File: config.mk
export PLATFORM = sky130hd
export DESIGN_NAME = vid_bitmap_scan
export DESIGN_NICKNAME = d
export VERILOG_FILES = /design/src/rtl/vid_pkg.sv /design/src/rtl/vid_bank.sv /design/src/rtl/vid_scan_ctr.sv /design/src/rtl/vid_req.sv /design/src/rtl/vid_bitmap_scan.sv
export SDC_FILE = /design/constraint.sdc
export NUM_CORES = 2
export LEC_CHECK = 0
export BUFFER_PORTS_ARGS = -buffer_cell sky130_fd_sc_hd__buf_2
export CELL_PAD_IN_SITES_DETAIL_PLACEMENT = 1
export CELL_PAD_IN_SITES_GLOBAL_PLACEMENT = 1
export CORE_MARGIN = 5
export CORE_UTILIZATION = 58
export CTS_CLUSTER_SIZE = 12
export DETAILED_ROUTE_END_ITERATION = 16
export PLACE_DENSITY = 0.82
export SLEW_MARGIN = 20
export SYNTH_ARGS = -nofsm -noshare
export SYNTH_HDL_FRONTEND = slang
export SYNTH_HIERARCHICAL = 1
export SYNTH_SLANG_ARGS = --single-unit
File: constraint.sdc
create_clock -name clk_i -period 126.9 [get_ports clk_i]
set_clock_uncertainty 0.05 [all_clocks]
set_input_delay 6.345 -clock clk_i [delete_from_list [all_inputs] [get_ports clk_i]]
set_output_delay 6.345 -clock clk_i [all_outputs]
set_load 0.05 [all_outputs]
File: src/rtl/vid_pkg.sv
package vid_pkg;
  localparam int NIB       = 4;  // banks per bank row = pixels per latch
  localparam int BANK_ROWS = 3;

  typedef enum logic [1:0] {
    SL_READ  = 2'd0,
    SL_PIXEL = 2'd1,
    SL_FILL  = 2'd2
  } slot_e;
endpackage

File: src/rtl/vid_bank.sv
module vid_bank #(
  parameter int AW = 8
) (
  input  logic          clk_i,
  input  logic          we_i,
  input  logic [AW-1:0] addr_i,
  input  logic          wd_i,
  output logic          rd_o
);
  localparam int DEPTH = 1 << AW;

  logic mem_q [DEPTH];

  always_ff @(posedge clk_i) begin
    if (we_i) mem_q[addr_i] <= wd_i;
  end

  assign rd_o = mem_q[addr_i];
endmodule

File: src/rtl/vid_scan_ctr.sv
module vid_scan_ctr #(
  parameter int XW = 6,
  parameter int YW = 6,
  parameter int V  = 48
) (
  input  logic          clk_i,
  input  logic          rst_ni,
  output logic [XW-1:0] x_o,
  output logic [YW-1:0] y_o,
  output logic          slot_o,
  output logic [XW-3:0] ncol_o,
  output logic [YW-1:0] ny_o,
  output logic          nfirst_o,
  output logic          nlast_o
);
  localparam logic [YW-1:0] YMAX = YW'(V - 1);

  logic [XW-1:0] x_q;
  logic [YW-1:0] y_q;
  logic [XW-3:0] col;

  always_ff @(posedge clk_i or negedge rst_ni) begin
    if (!rst_ni) begin
      x_q <= '0;
      y_q <= '0;
    end else begin
      x_q <= x_q + 1'b1;
      if (&x_q) y_q <= (y_q == YMAX) ? '0 : y_q + 1'b1;
    end
  end

  assign col = x_q[XW-1:2];

  // address of the nibble following the one being shown
  always_comb begin
    ncol_o = col + 1'b1;
    ny_o   = y_q;
    if (&col) ny_o = (y_q == YMAX) ? '0 : y_q + 1'b1;
  end

  assign x_o      = x_q;
  assign y_o      = y_q;
  assign slot_o   = (x_q[1:0] == 2'b00);
  assign nfirst_o = (ncol_o == '0) && (ny_o == '0);
  assign nlast_o  = (&ncol_o) && (ny_o == YMAX);
endmodule

File: src/rtl/vid_req.sv
module vid_req
  import vid_pkg::*;
#(
  parameter int XW = 6,
  parameter int YW = 6,
  parameter int V  = 48
) (
  input  logic          clk_i,
  input  logic          rst_ni,
  input  logic          wr_req_i,
  input  logic [XW-1:0] wr_x_i,
  input  logic [YW-1:0] wr_y_i,
  input  logic          wr_val_i,
  input  logic          clr_req_i,
  input  logic          clr_fill_i,
  input  logic          slot_i,
  input  logic [XW-3:0] ncol_i,
  input  logic [YW-1:0] ny_i,
  input  logic          nfirst_i,
  input  logic          nlast_i,
  output slot_e         kind_o,
  output logic [1:0]    hit_bank_o,
  output logic          wval_o,
  output logic          fill_o,
  output logic          clr_act_o,
  output logic          wr_pend_o,
  output logic          done_o
);
  logic          pend_q, done_q;
  logic [XW-1:0] wx_q;
  logic [YW-1:0] wy_q;
  logic          wv_q;
  logic          clr_pend_q, clr_act_q, fill_req_q, fill_act_q;
  logic          clr_start, fill_now, pix_hit, accept;

  assign accept    = wr_req_i && !pend_q && (int'(wr_y_i) < V);
  assign clr_start = slot_i && clr_pend_q && nfirst_i && !clr_act_q;
  assign fill_now  = slot_i && (clr_act_q || clr_start);
  // clear wins: pixel writes wait while a clear is queued or running
  assign pix_hit   = slot_i && pend_q && !clr_pend_q && !clr_act_q &&
                     (wy_q == ny_i) && (wx_q[XW-1:2] == ncol_i);

  always_ff @(posedge clk_i or negedge rst_ni) begin
    if (!rst_ni) begin
      pend_q     <= 1'b0;
      done_q     <= 1'b0;
      wx_q       <= '0;
      wy_q       <= '0;
      wv_q       <= 1'b0;
      clr_pend_q <= 1'b0;
      clr_act_q  <= 1'b0;
      fill_req_q <= 1'b0;
      fill_act_q <= 1'b0;
    end else begin
      done_q <= pix_hit;
      if (pix_hit) begin
        pend_q <= 1'b0;
      end else if (accept) begin
        pend_q <= 1'b1;
        wx_q   <= wr_x_i;
        wy_q   <= wr_y_i;
        wv_q   <= wr_val_i;
      end

      if (clr_start) begin
        clr_act_q  <= 1'b1;
        fill_act_q <= fill_req_q;
      end else if (clr_act_q && slot_i && nlast_i) begin
        clr_act_q <= 1'b0;
      end

      if (clr_req_i) begin
        clr_pend_q <= 1'b1;
        fill_req_q <= clr_fill_i;
      end else if (clr_start) begin
        clr_pend_q <= 1'b0;
      end
    end
  end

  always_comb begin
    kind_o = SL_READ;
    if (fill_now)     kind_o = SL_FILL;
    else if (pix_hit) kind_o = SL_PIXEL;
  end

  assign hit_bank_o = wx_q[1:0];
  assign wval_o     = wv_q;
  assign fill_o     = clr_act_q ? fill_act_q : fill_req_q;
  assign clr_act_o  = clr_act_q;
  assign wr_pend_o  = pend_q;
  assign done_o     = done_q;
endmodule

File: src/rtl/vid_bitmap_scan.sv
module vid_bitmap_scan
  import vid_pkg::*;
#(
  parameter int BANK_W = 16,
  parameter int BANK_H = 16,
  localparam int H   = NIB * BANK_W,
  localparam int V   = BANK_ROWS * BANK_H,
  localparam int XW  = $clog2(H),
  localparam int YW  = $clog2(V)
) (
  input  logic          clk_i,
  input  logic          rst_ni,
  input  logic          wr_req_i,
  input  logic [XW-1:0] wr_x_i,
  input  logic [YW-1:0] wr_y_i,
  input  logic          wr_val_i,
  output logic          wr_done_o,
  input  logic          clr_req_i,
  input  logic          clr_fill_i,
  output logic          pix_o,
  output logic          hsync_o,
  output logic          vsync_o
);
  localparam int BCW = $clog2(BANK_W);
  localparam int BRW = $clog2(BANK_H);
  localparam int AW  = BCW + BRW;

  logic [XW-1:0]  x_w;
  logic [YW-1:0]  y_w;
  logic           slot_w, nfirst_w, nlast_w;
  logic [XW-3:0]  ncol_w;
  logic [YW-1:0]  ny_w;
  slot_e          kind_w;
  logic [1:0]     hit_bank_w;
  logic           wval_w, fill_w, clr_act_w, wr_pend_w;
  logic [YW-BRW-1:0] row_sel;
  logic [AW-1:0]  baddr;
  logic           rd_w [BANK_ROWS][NIB];
  logic [NIB-1:0] row_rd, load;
  logic [NIB-1:0] lat_q [2];
  logic           pix_q, hs_q, vs_q;

  vid_scan_ctr #(.XW(XW), .YW(YW), .V(V)) i_ctr (
    .clk_i    (clk_i),
    .rst_ni   (rst_ni),
    .x_o      (x_w),
    .y_o      (y_w),
    .slot_o   (slot_w),
    .ncol_o   (ncol_w),
    .ny_o     (ny_w),
    .nfirst_o (nfirst_w),
    .nlast_o  (nlast_w)
  );

  vid_req #(.XW(XW), .YW(YW), .V(V)) i_req (
    .clk_i      (clk_i),
    .rst_ni     (rst_ni),
    .wr_req_i   (wr_req_i),
    .wr_x_i     (wr_x_i),
    .wr_y_i     (wr_y_i),
    .wr_val_i   (wr_val_i),
    .clr_req_i  (clr_req_i),
    .clr_fill_i (clr_fill_i),
    .slot_i     (slot_w),
    .ncol_i     (ncol_w),
    .ny_i       (ny_w),
    .nfirst_i   (nfirst_w),
    .nlast_i    (nlast_w),
    .kind_o     (kind_w),
    .hit_bank_o (hit_bank_w),
    .wval_o     (wval_w),
    .fill_o     (fill_w),
    .clr_act_o  (clr_act_w),
    .wr_pend_o  (wr_pend_w),
    .done_o     (wr_done_o)
  );

  assign row_sel = ny_w[YW-1:BRW];
  assign baddr   = {ny_w[BRW-1:0], ncol_w};

  for (genvar gr = 0; gr < BANK_ROWS; gr++) begin : g_row
    for (genvar gb = 0; gb < NIB; gb++) begin : g_bank
      logic we;
      assign we = slot_w && (int'(row_sel) == gr) &&
                  ((kind_w == SL_FILL) ||
                   ((kind_w == SL_PIXEL) && (int'(hit_bank_w) == gb)));
      vid_bank #(.AW(AW)) i_bank (
        .clk_i  (clk_i),
        .we_i   (we),
        .addr_i (baddr),
        .wd_i   ((kind_w == SL_FILL) ? fill_w : wval_w),
        .rd_o   (rd_w[gr][gb])
      );
    end
  end

  always_comb begin
    row_rd = '0;
    for (int r = 0; r < BANK_ROWS; r++) begin
      if (int'(row_sel) == r) begin
        for (int b = 0; b < NIB; b++) row_rd[b] = rd_w[r][b];
      end
    end
  end

  // write-through so the committed bit is shown in the same pass
  always_comb begin
    load = row_rd;
    case (kind_w)
      SL_FILL:  load = {NIB{fill_w}};
      SL_PIXEL: load[hit_bank_w] = wval_w;
      default:  ;
    endcase
  end

  always_ff @(posedge clk_i or negedge rst_ni) begin
    if (!rst_ni) begin
      lat_q[0] <= '0;
      lat_q[1] <= '0;
      pix_q    <= 1'b0;
      hs_q     <= 1'b0;
      vs_q     <= 1'b0;
    end else begin
      if (slot_w) lat_q[!x_w[2]] <= load;
      pix_q <= lat_q[x_w[2]][x_w[1:0]];
      hs_q  <= (x_w == '0);
      vs_q  <= (x_w == '0) && (y_w == '0);
    end
  end

  assign pix_o   = pix_q;
  assign hsync_o = hs_q;
  assign vsync_o = vs_q;
endmodule

==> results.cfg <==
[outcome]
status = finished, final reports clean

[grt]
grt_pass1_wl_um = 545000
gr-total-overflow = 0
grt_max_degree = 293
grt_pass1_vias = 86935
track_usage_pct = 29.7
grt_antenna_before_repair = 3

[placed_design]
dpl.hpwl_um = 194000
dpl_worst_slack_ps = 117970
io_buffer_count = 21
gp_routability_congestion = 0.761

[floorplan]
start_util_pct = 58.4
die_w_um = 492
rows = 176
die-height_um = 492
dieArea_um2 = 242000
ios = 22
core-area_um2 = 231000

[critical_path]
start_kind = register
crit_required_ps = 127660
path_cells = inv_8 -> buf_4 -> buf_4 -> buf_4 -> buf_4 -> buf_4 -> mux4_2 -> a22oi_1 -> nand2_1 -> a22oi_1 -> a21boi_1 -> or4_1 -> mux2i_1 -> o21ai_1 -> a32oi_1 -> o21ai_1
worstPathBufferInverterCount = 6
critical_path.endpoint_type = register
cpMostUsedCell = buf_4
cp_max_fo = 65
arrival_ps = 9550
critPathKind = register to register
slowest_delay_ps = 880
cp_top_family = buffers and inverters
critPathSlowestCell = buf_4

[cts]
clk_path_buf_depth = 4
cts_setup_buffers = 0
cts_tree = yes
insertion_delay_ps = 940
htree_levels = 5
cts.sinks = 3114
cts_buffers = 339
cts_hold_buf = 0
path_clk_slew_ps = 60
ctsResizeCount = 0
root_buffer = clkbuf_16

[layout]
area_growth_pct = 8.55
nFillCells = 20572
layout_common_cells = 3,147 x nor2_1, 3,072 x edfxtp_1, 768 x mux4_2
fin_nets = 9022
layout-drive-gt1-share_pct = 14.5
layout_commonest_cell = nor2_1
utilization_pct = 63.4

[drt]
postRouteAntennaNets = 0
wl_per_cell_um = 29.6
avgViaCountPerCell = 6.62
vias = 81027
totalWireLength_um = 362000
drtIter0Drc = 9877
dr.pass1.iters = 6
drc_errors = 0

[sta]
final.setup.tns_ps = 0
grt_setup_unrepaired = false
slew_headroom_pct = 13.5
period_needed_ps = 8790
clock.fmax_mhz = 114
finalSetupViolations = 0
setup_ws_ps = 118110
hold_slack_ps = 445
hold_viol = 0
maxSlewViolCount = 0
tightest_slew_ps = 1300
period_share_pct = 6.93

[yosys]
synth_seq_area_share_pct = 69.3
ys_seq_elements = 3114
yosys_warnings = 6
synth_flop_cell = edfxtp_1
synth.largest_area_cell = edfxtp_1
syn_area_per_cell_um2 = 14.6
yosys.area.top_type_share_pct = 68.5
async_flop_share_pct = 1.35
syn_area_um2 = 135000
synthCells = 9240
syn_nets = 9265
synth_edf_count = 3072
synthTopCellsByArea = edfxtp_1 69%, mux4_2 13%, nor2_1 8.8%
yosysUniqueCellTypes = 62

[power]
p_leak_nw = 43.5
powerDensity_nw_per_um2 = 14.6
peakVddDrop_v = 0.0000131

[min_path]
hold_class = register to register

[flow_run]
maxCapViolCount = 0
Yosys cell counts (14+ instances only):
cell type and n:
a21boi_1 26, a21oi_1 22, a22oi_1 482, and2_1 25, and3_1 15, buf_2 20
buf_4 15, buf_6 64, clkbuf_1 613, dfrtp_1 42, edfxtp_1 3072, mux4_2 768
nand2_1 525, nand3_1 107, nor2_1 3148, nor2b_1 98, or4_1 14, xnor2_1 15
kinds of logic after synthesis:
group           after synthesis  synth area share (%)
xor+xnor                     18                 0.117
buf+inv                     721                  2.43
flops                      3114                  69.3
compound gates              587                  3.20
mux                         794                  13.1
simple gates               3999                  11.7
fa+ha+maj                     7                0.0651
report_power, final:
part	switching, W	internal [W]	leakage [nW]	total [W]
clock	0.000386	0.000514	4.75	0.000900
combinational	0.0000466	0.00000409	10.4	0.0000507
sequential	0.00000137	0.00117	28.3	0.00118
path summary, 6_finish.rpt:
check | startpoint | endpoint | slack, ps | cells after the start
min in group asynchronous | rst_ni | i_req/wy_q[4] | 5350 | 1
worst max register to register | i_ctr/x_o[2] | lat_q[6] | 118110 | 16
worst min-delay path | lat_q[0] | lat_q[0] | 450 | 2
worst max-delay path | i_ctr/x_o[2] | lat_q[6] | 118110 | 16
worst min register to register | lat_q[0] | lat_q[0] | 450 | 2
max in group asynchronous | rst_ni | i_ctr/x_o[0] | 121030 | 1
final cells by class:
class	instances	area (um^2)	share of cell area, %
well taps	3026	3790	2.59
repair buffers	128	1050	0.717
diodes	3	7.51	0.00514
multi-input cells	5405	38100	26.1
clock buffers	448	9080	6.22
flip-flops and latches	3114	93300	63.9
inverters	9	48.8	0.0334
clock inverters	104	669	0.458
stage by stage:
stage	area, um^2	power [W]	instances
3_5_place_dp	136000	0.00125	11681
4_1_cts	146000	0.00214	12233
5_1_grt	146000	0.00219	12237
2_1_floorplan	135000	0.00140	9240
6_report	146000	0.00213	12237
3_3_place_gp	136000	0.00124	11681
sequential cells by signal, summed over array words and instances, names as in the netlist:
signal                     cells
g_row.g_bank.i_bank/mem_q   3072
hsync_o                        1
i_ctr/x_o                      6
i_ctr/y_o                      6
i_req/clr_act_o                1
i_req/clr_pend_q               1
i_req/done_o                   1
i_req/fill_act_q               1
i_req/fill_req_q               1
i_req/wr_pend_o                1
i_req/wval_o                   1
i_req/wx_q                     6
i_req/wy_q                     6
lat_q                          8
pix_o                          1
vsync_o                        1
routing by layer:
layer / GRT usage [%] / share of wire (%)
met5: 0 / 0
met3: 4.42 / 7.6
met4: 11.2 / 4.0
met2: 51.8 / 52
met1: 37.9 / 36
worst min-delay path: cells and delay by family (launching register included):
kind	cells	cell delay, ps
DFF	1	340
AOI/OAI and AO/OA	1	60
and+or+nand+nor	1	50
Note: power is estimated with default switching activity, not from simulation.
